$ cat config.mk
export PLATFORM = sky130hd
export DESIGN_NAME = rst_cause_capture
export DESIGN_NICKNAME = d
export VERILOG_FILES = /design/src/rtl/rcc_pkg.sv /design/src/rtl/rcc_sync.sv /design/src/rtl/rcc_seq.sv /design/src/rtl/rcc_flags.sv /design/src/rtl/rst_cause_capture.sv
export SDC_FILE = /design/constraint.sdc
export NUM_CORES = 1
export LEC_CHECK = 0
export BUFFER_PORTS_ARGS = -buffer_cell sky130_fd_sc_hd__buf_4
export CORE_ASPECT_RATIO = 0.75
export CORE_MARGIN = 4
export CORE_UTILIZATION = 52
export CTS_BUF_LIST = sky130_fd_sc_hd__clkbuf_16
export DETAILED_ROUTE_END_ITERATION = 10
export GPL_ROUTABILITY_DRIVEN = 1
export PLACE_DENSITY_LB_ADDON = 0.08
export SLEW_MARGIN = 20
export SYNTH_ARGS = -nofsm -noshare
export SYNTH_HDL_FRONTEND = slang
export SYNTH_SLANG_ARGS = --single-unit
$ cat constraint.sdc
create_clock -name clk_i -period 2.65 [get_ports clk_i]
set_clock_uncertainty 0.05 [all_clocks]
set_input_delay 0.795 -clock clk_i [delete_from_list [all_inputs] [get_ports clk_i]]
set_output_delay 0.795 -clock clk_i [all_outputs]
set_load 0.005 [all_outputs]
$ cat src/rtl/rcc_pkg.sv
package rcc_pkg;
  localparam int FLAG_W  = 8;
  localparam int NUM_SRC = 5;
  localparam int POR_B   = 7;
  localparam int PIN_B   = 6;
  localparam int SRC_LSB = 1;

  typedef enum logic [1:0] {
    ST_IDLE = 2'd0,
    ST_HOLD = 2'd1,
    ST_SETL = 2'd2
  } seq_state_e;

  // Causes land at bits SRC_LSB.. upward; all other bits stay zero.
  function automatic logic [FLAG_W-1:0] place_causes(input logic [NUM_SRC-1:0] m);
    logic [FLAG_W-1:0] v;
    v = '0;
    v[SRC_LSB +: NUM_SRC] = m;
    return v;
  endfunction

  function automatic logic [FLAG_W-1:0] power_on_value();
    logic [FLAG_W-1:0] v;
    v = '0;
    v[POR_B] = 1'b1;
    return v;
  endfunction
endpackage

$ cat src/rtl/rcc_sync.sv
module rcc_sync #(
  parameter int STAGES = 2
) (
  input  logic clk_i,
  input  logic rst_i,
  input  logic d_i,
  output logic q_o
);
  logic [STAGES-1:0] ff;

  always_ff @(posedge clk_i or posedge rst_i) begin
    if (rst_i) ff <= '0;
    else       ff <= {ff[STAGES-2:0], d_i};
  end

  assign q_o = ff[STAGES-1];
endmodule

$ cat src/rtl/rcc_seq.sv
module rcc_seq
  import rcc_pkg::*;
#(
  parameter int HOLD_CYC = 64,
  parameter int SAMP_CYC = 32
) (
  input  logic clk_i,
  input  logic por_i,
  input  logic any_req_i,
  output logic start_o,
  output logic hold_o,
  output logic fire_o
);
  localparam int MAXC  = (HOLD_CYC > SAMP_CYC) ? HOLD_CYC : SAMP_CYC;
  localparam int CNT_W = (MAXC > 2) ? $clog2(MAXC) : 1;
  localparam logic [CNT_W-1:0] HOLD_LAST = CNT_W'(HOLD_CYC - 1);
  localparam logic [CNT_W-1:0] SAMP_LAST = CNT_W'(SAMP_CYC - 1);

  seq_state_e       st;
  logic [CNT_W-1:0] cnt;

  always_ff @(posedge clk_i or posedge por_i) begin
    if (por_i) begin
      st  <= ST_HOLD;
      cnt <= '0;
    end else begin
      case (st)
        ST_IDLE: begin
          if (any_req_i) begin
            st  <= ST_HOLD;
            cnt <= '0;
          end
        end
        ST_HOLD: begin
          if (any_req_i)              cnt <= '0;
          else if (cnt == HOLD_LAST) begin
            st  <= ST_SETL;
            cnt <= '0;
          end else                    cnt <= cnt + 1'b1;
        end
        ST_SETL: begin
          if (any_req_i) begin
            st  <= ST_HOLD;
            cnt <= '0;
          end else if (cnt == SAMP_LAST) begin
            st  <= ST_IDLE;
            cnt <= '0;
          end else cnt <= cnt + 1'b1;
        end
        default: begin
          st  <= ST_IDLE;
          cnt <= '0;
        end
      endcase
    end
  end

  assign start_o = any_req_i && (st != ST_HOLD);
  assign hold_o  = (st == ST_HOLD);
  assign fire_o  = (st == ST_SETL) && !any_req_i && (cnt == SAMP_LAST);
endmodule

$ cat src/rtl/rcc_flags.sv
module rcc_flags
  import rcc_pkg::*;
(
  input  logic               clk_i,
  input  logic               por_i,
  input  logic               rd_i,
  input  logic               start_i,
  input  logic               hold_i,
  input  logic               fire_i,
  input  logic [NUM_SRC-1:0] causes_i,
  input  logic               pin_sync_i,
  output logic [FLAG_W-1:0]  flags_o
);
  logic [FLAG_W-1:0] nxt;

  always_comb begin
    nxt = flags_o;
    if (rd_i)         nxt = '0;
    if (start_i)      nxt = place_causes(causes_i);
    else if (hold_i)  nxt = nxt | place_causes(causes_i);
    if (fire_i && !pin_sync_i) nxt[PIN_B] = 1'b1;
    nxt[0] = 1'b0;
  end

  always_ff @(posedge clk_i or posedge por_i) begin
    if (por_i) flags_o <= power_on_value();
    else       flags_o <= nxt;
  end
endmodule

$ cat src/rtl/rst_cause_capture.sv
module rst_cause_capture
  import rcc_pkg::*;
#(
  parameter int HOLD_CYC    = 64,
  parameter int SAMP_CYC    = 32,
  parameter int SYNC_STAGES = 2
) (
  input  logic               clk_i,
  input  logic               por_i,
  input  logic [NUM_SRC-1:0] src_req_i,
  input  logic               pin_i,
  input  logic               rd_i,
  output logic               pin_low_o,
  output logic [FLAG_W-1:0]  rd_data_o
);
  logic any_req_w;
  logic start_w;
  logic hold_w;
  logic fire_w;
  logic pin_sync_w;

  assign any_req_w = |src_req_i;

  rcc_sync #(.STAGES(SYNC_STAGES)) u_sync (
    .clk_i (clk_i),
    .rst_i (por_i),
    .d_i   (pin_i),
    .q_o   (pin_sync_w)
  );

  rcc_seq #(.HOLD_CYC(HOLD_CYC), .SAMP_CYC(SAMP_CYC)) u_seq (
    .clk_i     (clk_i),
    .por_i     (por_i),
    .any_req_i (any_req_w),
    .start_o   (start_w),
    .hold_o    (hold_w),
    .fire_o    (fire_w)
  );

  rcc_flags u_flags (
    .clk_i      (clk_i),
    .por_i      (por_i),
    .rd_i       (rd_i),
    .start_i    (start_w),
    .hold_i     (hold_w),
    .fire_i     (fire_w),
    .causes_i   (src_req_i),
    .pin_sync_i (pin_sync_w),
    .flags_o    (rd_data_o)
  );

  assign pin_low_o = por_i | hold_w;
endmodule

# [After elaboration in Yosys (flattened, before gate mapping)]
# Index checks and enable logic that the tools add are counted.
# W data, S select, Z words.
[word_totals] output_inout_bits=9 register_bits=17
[op_classes] addsub=1 reduce_logical=9 eq_ne=9 bitwise=2 muxes=16
[ops] op="$mux W6" n=5
[ops] op="$mux W8" n=3
[ops] op="$pmux W6 S3" n=1
[ops] op="$mux W2" n=5
[ops] op="$or A8 B6 Y8" n=1
[ops] op="$add A6 B1 Y6 const B" n=1
[ops] op="$eq A6 B5 Y1 const B" n=1
[ops] op="$eq A6 B6 Y1 const B" n=1
[ops] op="$ne A2 B1 Y1 const B" n=3
[ops] op="$pmux W2 S3" n=1
[ops] op="$reduce_or A5 Y1" n=1
[ops] op="$logic_and A1 B1 Y1" n=4
[ops] op="$reduce_and A4 Y1" n=1
[ops] op="$ne A3 B1 Y1 const B" n=1
[ops] op="$eq A2 B1 Y1 const B" n=1
[ops] op="$eq A2 B2 Y1 const B" n=1
[ops] op="$logic_not A1 Y1" n=2
[ops] op="$logic_not A2 Y1" n=1
[ops] op="$ne A2 B2 Y1 const B" n=1
[ops] op="$mux W1" n=1
[ops] op="$or A1 B1 Y1" n=1

# [Longest topological paths before layout]
[logic_depth] word_depth=6 ltp_mapped=7 mapped_depth_nobuf=6

# [Modules after synthesis]
# A second synthesis with hierarchy kept.
[unflattened] hier_cells=94 hier_area_um2=933.4
[modules_own_cells] mod="rcc_seq" seq_area_each_um2=201.4 area_each_um2=591.8 instances=1 cells_per_inst=67
[modules_own_cells] mod="rcc_flags" seq_area_each_um2=176.4 area_each_um2=269.0 instances=1 cells_per_inst=20
[modules_own_cells] mod="rcc_sync" seq_area_each_um2=50.0 area_each_um2=53.8 instances=1 cells_per_inst=3
[modules_own_cells] mod="rst_cause_capture" seq_area_each_um2=0.0 area_each_um2=18.8 instances=1 cells_per_inst=4

# [Least setup slack after synthesis]
# OpenSTA, ideal clock, no wires.
[synth_path] kind="input to register" startpoint="in src_req_i[2]" endpoint="reg u_seq.st[0]" required_time_ps=2518 path_stages=4 arrival_time_ps=1987 setup_ps=82 path_slack_ps=530 path_cell_list="or4_4 > nor4_4 > nor3_2 > mux2_4"
[synth_via] elab_chain_len=3 word_cells_on_any_way=7
[synth_rtl] element="from (decl)" line="rst_cause_capture.sv:10" source="input logic [NUM_SRC-1:0] src_req_i,"
[synth_rtl] element="$reduce_or A5 Y1 *" line="rst_cause_capture.sv:22" source="assign any_req_w = |src_req_i;"
[synth_rtl] element="$ne A3 B1 Y1 (no line), or another cell as far along"
[synth_rtl] element="$reduce_and A4 Y1 (no line) / $pmux W2 S3 (equally long branches)"
[synth_rtl] element="to (signal assigned)" line="rcc_seq.sv:43" source="st <= ST_HOLD;"
[synth_rtl] element="to (signal assigned)" line="rcc_seq.sv:46" source="st <= ST_IDLE;"
[synth_rtl] element="to (signal assigned)" line="rcc_seq.sv:51" source="st <= ST_IDLE;"
[synth_rtl] element="to (decl)" line="rcc_seq.sv:19" source="seq_state_e st;"
# Mark *: on every way between the ends. The rest lies on a longest branch, timed or not.
# A chain may end at the register's enable or synchronous reset.

# [Worst setup path in the final report]
[layout_path] startpoint="reg u_seq.st[1]" endpoint="out pin_low_o"
[layout_via] elab_chain_len=2
[layout_rtl] element="from (signal assigned)" line="rcc_seq.sv:24" source="st <= ST_HOLD;"
[layout_rtl] element="from (signal assigned)" line="rcc_seq.sv:30" source="st <= ST_HOLD;"
[layout_rtl] element="from (signal assigned)" line="rcc_seq.sv:37" source="st <= ST_SETL;"
[layout_rtl] element="$eq A2 B1 Y1" line="rcc_seq.sv:59" source="assign hold_o = (st == ST_HOLD);"
[layout_rtl] element="$or A1 B1 Y1" line="rst_cause_capture.sv:52" source="assign pin_low_o = por_i | hold_w;"
[layout_rtl] element="to (decl)" line="rst_cause_capture.sv:13" source="output logic pin_low_o,"
# No other way between the ends.

==> flow_summary.yaml <==
clock_tree:
  tritoncts: "built"
  clock_pin_transition_on_the_worst_setup_and_hold_timing_paths_ns: 0.04
  ctsRootBufferMaster: "sky130_fd_sc_hd__clkbuf_16"
  cts-resized-gates: 0
  cts_inserted_buffers: 3
  cts.htree.levels: 1
  max-clock-path-buffers: 2
  post-cts-setup-buffer-count: 0
  clock_latency_ns: 0.24
  clock_sink_count: 17
  cts_hold_buf: 0
route:
  drc: 0
  routed-via-count: 735
  initialDrtViolationCount: 20
  drt_pre_antenna_iters: 5
  antenna_violating_nets_post_route: 0
  detail_route.wl_per_cell_um: 14.8
  viasPerCell: 5.83
  wirelength_mm: 1.86
final_layout:
  layout.core_utilization: 0.722
  final_net_count: 120
  layout.cells.most_common_list: "sky130_fd_sc_hd__buf_4, sky130_fd_sc_hd__dfrtp_1, sky130_fd_sc_hd__nor2_1"
  most_common_cell_after_layout_fill_and_taps_aside: "sky130_fd_sc_hd__buf_4"
  post_route_cells_drive_above_1_share: 0.286
  area_delta_synth_final_pct: 23.1
  n_antenna_cell: 0
  nFillCells: 118
timing:
  timing.fmax_ghz: 0.442
  hold_viol_final: 0
  rsz0062_at_grt: "no"
  final_max_slew_viol_count: 0
  tightestPinTransition_ns: 0.604
  totalNegativeSetupSlack_ns: 0
  slew-limit-headroom: 0.597
  setup_viol: 0
  worst_hold_slack_ns: 0.305
  finalWorstPathRequiredPeriod_ns: 2.26
  post-route-period-util: 0.853
die:
  die_h_um: 44.5
  die_width_um: 56.7
  placeableCoreArea_um2: 1580
  floorplan.die_area_um2: 2520
  rows: 12
  design.portCount: 18
  floorplan.initialDensity: 0.587
grt:
  grt_pass1_wl_mm: 3.24
  grtUsageTotal: 0.169
  via_count_of_the_first_global_routing_pass: 650
  grt_overflow: 0
  grt_start_max_net_pins: 18
  antenna_found_initial: 0
synthesis:
  yosysSeqAreaShare: 0.463
  combined_area_of_all_synthesized_cells_um2: 925
  count_of_unique_library_cells_instantiated_by_yosys: 37
  synth_area_per_cell_um2: 10.6
  syn-instance-count: 87
  register_bit_total_from_synthesis: 17
  synth_enable_flop_cells: 0
  synth_fp_nets: 101
  yosys_warnings: 0
  synth_top_flop_cell: "sky130_fd_sc_hd__dfrtp_1"
  ys_async_sr_fraction: 1.00
placement:
  place_hpwl_mm: 1.41
  numPortBuffers: 16
  globalplace.congestion: 0.811
run:
  max_cap_violations: 0
setup_path:
  cp-start-kind: "register"
  arrival_ns: 1.42
  worst-setup-path-type: "reg2out"
  timing.critical_path.required_ns: 1.81
  crit_path_max_fanout: 6
  setup.worst_path.end_class: "primary output"
power:
  vdd_ir_drop_max_v: 0.000516
  share_clk_of_total_power: 0.344
  pwr-share-seq: 0.368
  total_leakage_power_nw: 0.533
  net-switching-power_w: 0.000233
  power.total_w: 0.000828
  p_per_area_nw_per_um2: 727
  sw_frac_of_total: 0.281
  power.share.combinational: 0.287
  p_int_w: 0.000595
status:
  status: "complete, no violations"
min_path:
  holdCritPathClass: "reg2reg"
[worst paths after layout]
kind	startpoint	endpoint	slack [ns]	depth (start not counted)
min in group asynchronous	por_i	u_flags.flags_o[4]$_DFF_PP0_	0.58	2
min reg2reg	u_sync.ff[0]$_DFF_PP0_	u_sync.ff[1]$_DFF_PP0_	0.30	0
max	u_seq.st[1]$_DFFE_PP0P_	pin_low_o	0.39	4
max reg2reg	u_seq.st[0]$_DFFE_PP1P_	u_seq.st[0]$_DFFE_PP1P_	0.47	6
min	u_sync.ff[0]$_DFF_PP0_	u_sync.ff[1]$_DFF_PP0_	0.30	0
max in group asynchronous	por_i	u_flags.flags_o[3]$_DFF_PP0_	1.57	2
[per-layer routing]
layer / vias up / part of all wire / global-route usage
met2: 28 / 0.43 / 0.247
li1: 353 / - / -
met1: 348 / 0.47 / 0.235
met5: - / 0 / 0
met3: 6 / 0.079 / 0.0641
met4: 0 / 0.019 / 0.0474
[worst max-delay path, cell delays in order (launching register included)]
cell,delay [ns]
sky130_fd_sc_hd__dfrtp_1,0.40
sky130_fd_sc_hd__inv_1,0.08
sky130_fd_sc_hd__ha_1,0.24
sky130_fd_sc_hd__or2_2,0.32
sky130_fd_sc_hd__buf_4,0.14
[layout make-up]
class	count	area [µm²]	share of cell area
repair buffers	16	120	0.105
clock buffers	3	75.1	0.0659
flip-flops and latches	17	428	0.376
multi-input cells	63	467	0.410
inverters	5	18.8	0.0165
well taps	21	26.3	0.0231
clock inverters	1	3.75	0.00330
[cells by family (layout without fill, tap and decap cells)]
| logic type | count (synthesis) | in the layout | synth area share |
|---|---|---|---|
| and+or+nand+nor | 34 | 34 | 0.235 |
| AOI/OAI and AO/OA | 21 | 21 | 0.172 |
| DFF | 17 | 17 | 0.463 |
| buffers and inverters | 7 | 25 | 0.0325 |
| adders and majority gates | 5 | 5 | 0.0677 |
| other | 1 | 1 | 0.00406 |
| xor gates and xnor gates | 1 | 1 | 0.00947 |
| muxes | 1 | 1 | 0.0162 |
[flip-flops by register name (all words and copies together) (netlist names)]
name / cells
u_flags.flags_o: 7
u_seq.cnt: 6
u_seq.st: 2
u_sync.ff: 2
[cell usage after synthesis, types with 2 or more instances]
cell type | number | area, µm²
sky130_fd_sc_hd__a21o_1 | 5 | 37.5
sky130_fd_sc_hd__ha_1 | 5 | 62.6
sky130_fd_sc_hd__nor3_1 | 3 | 15.0
sky130_fd_sc_hd__nor2_1 | 8 | 30.0
sky130_fd_sc_hd__a21oi_1 | 2 | 10.0
sky130_fd_sc_hd__a32o_1 | 2 | 20.0
sky130_fd_sc_hd__inv_1 | 5 | 18.8
sky130_fd_sc_hd__nand2_1 | 5 | 18.8
sky130_fd_sc_hd__dfrtp_1 | 15 | 375
sky130_fd_sc_hd__or2_2 | 2 | 12.5
sky130_fd_sc_hd__dfstp_2 | 2 | 52.6
sky130_fd_sc_hd__nand3_1 | 5 | 25.0
sky130_fd_sc_hd__o31ai_1 | 4 | 30.0
[stage by stage]
step                      instance area (µm²)  cells  setup WS (ns)
after global placement                   1060    122          0.352
after global routing                     1140    126          0.282
final                                    1140    126          0.389
after detailed placement                 1060    122          0.354
after floorplan                           925     87          0.530
after CTS                                1140    126          0.374
[power by group through the flow]
stage | clock [W] | sequential, W | combinational (W)
3_5_place_dp | 0 | 0.000308 | 0.000234
3_3_place_gp | 0 | 0.000309 | 0.000232
4_1_cts | 0.000292 | 0.000305 | 0.000237
2_1_floorplan | 0 | 0.000305 | 0.000165
5_1_grt | 0.000311 | 0.000307 | 0.000265
6_report | 0.000285 | 0.000305 | 0.000238
(Power assumes the default switching activity.)
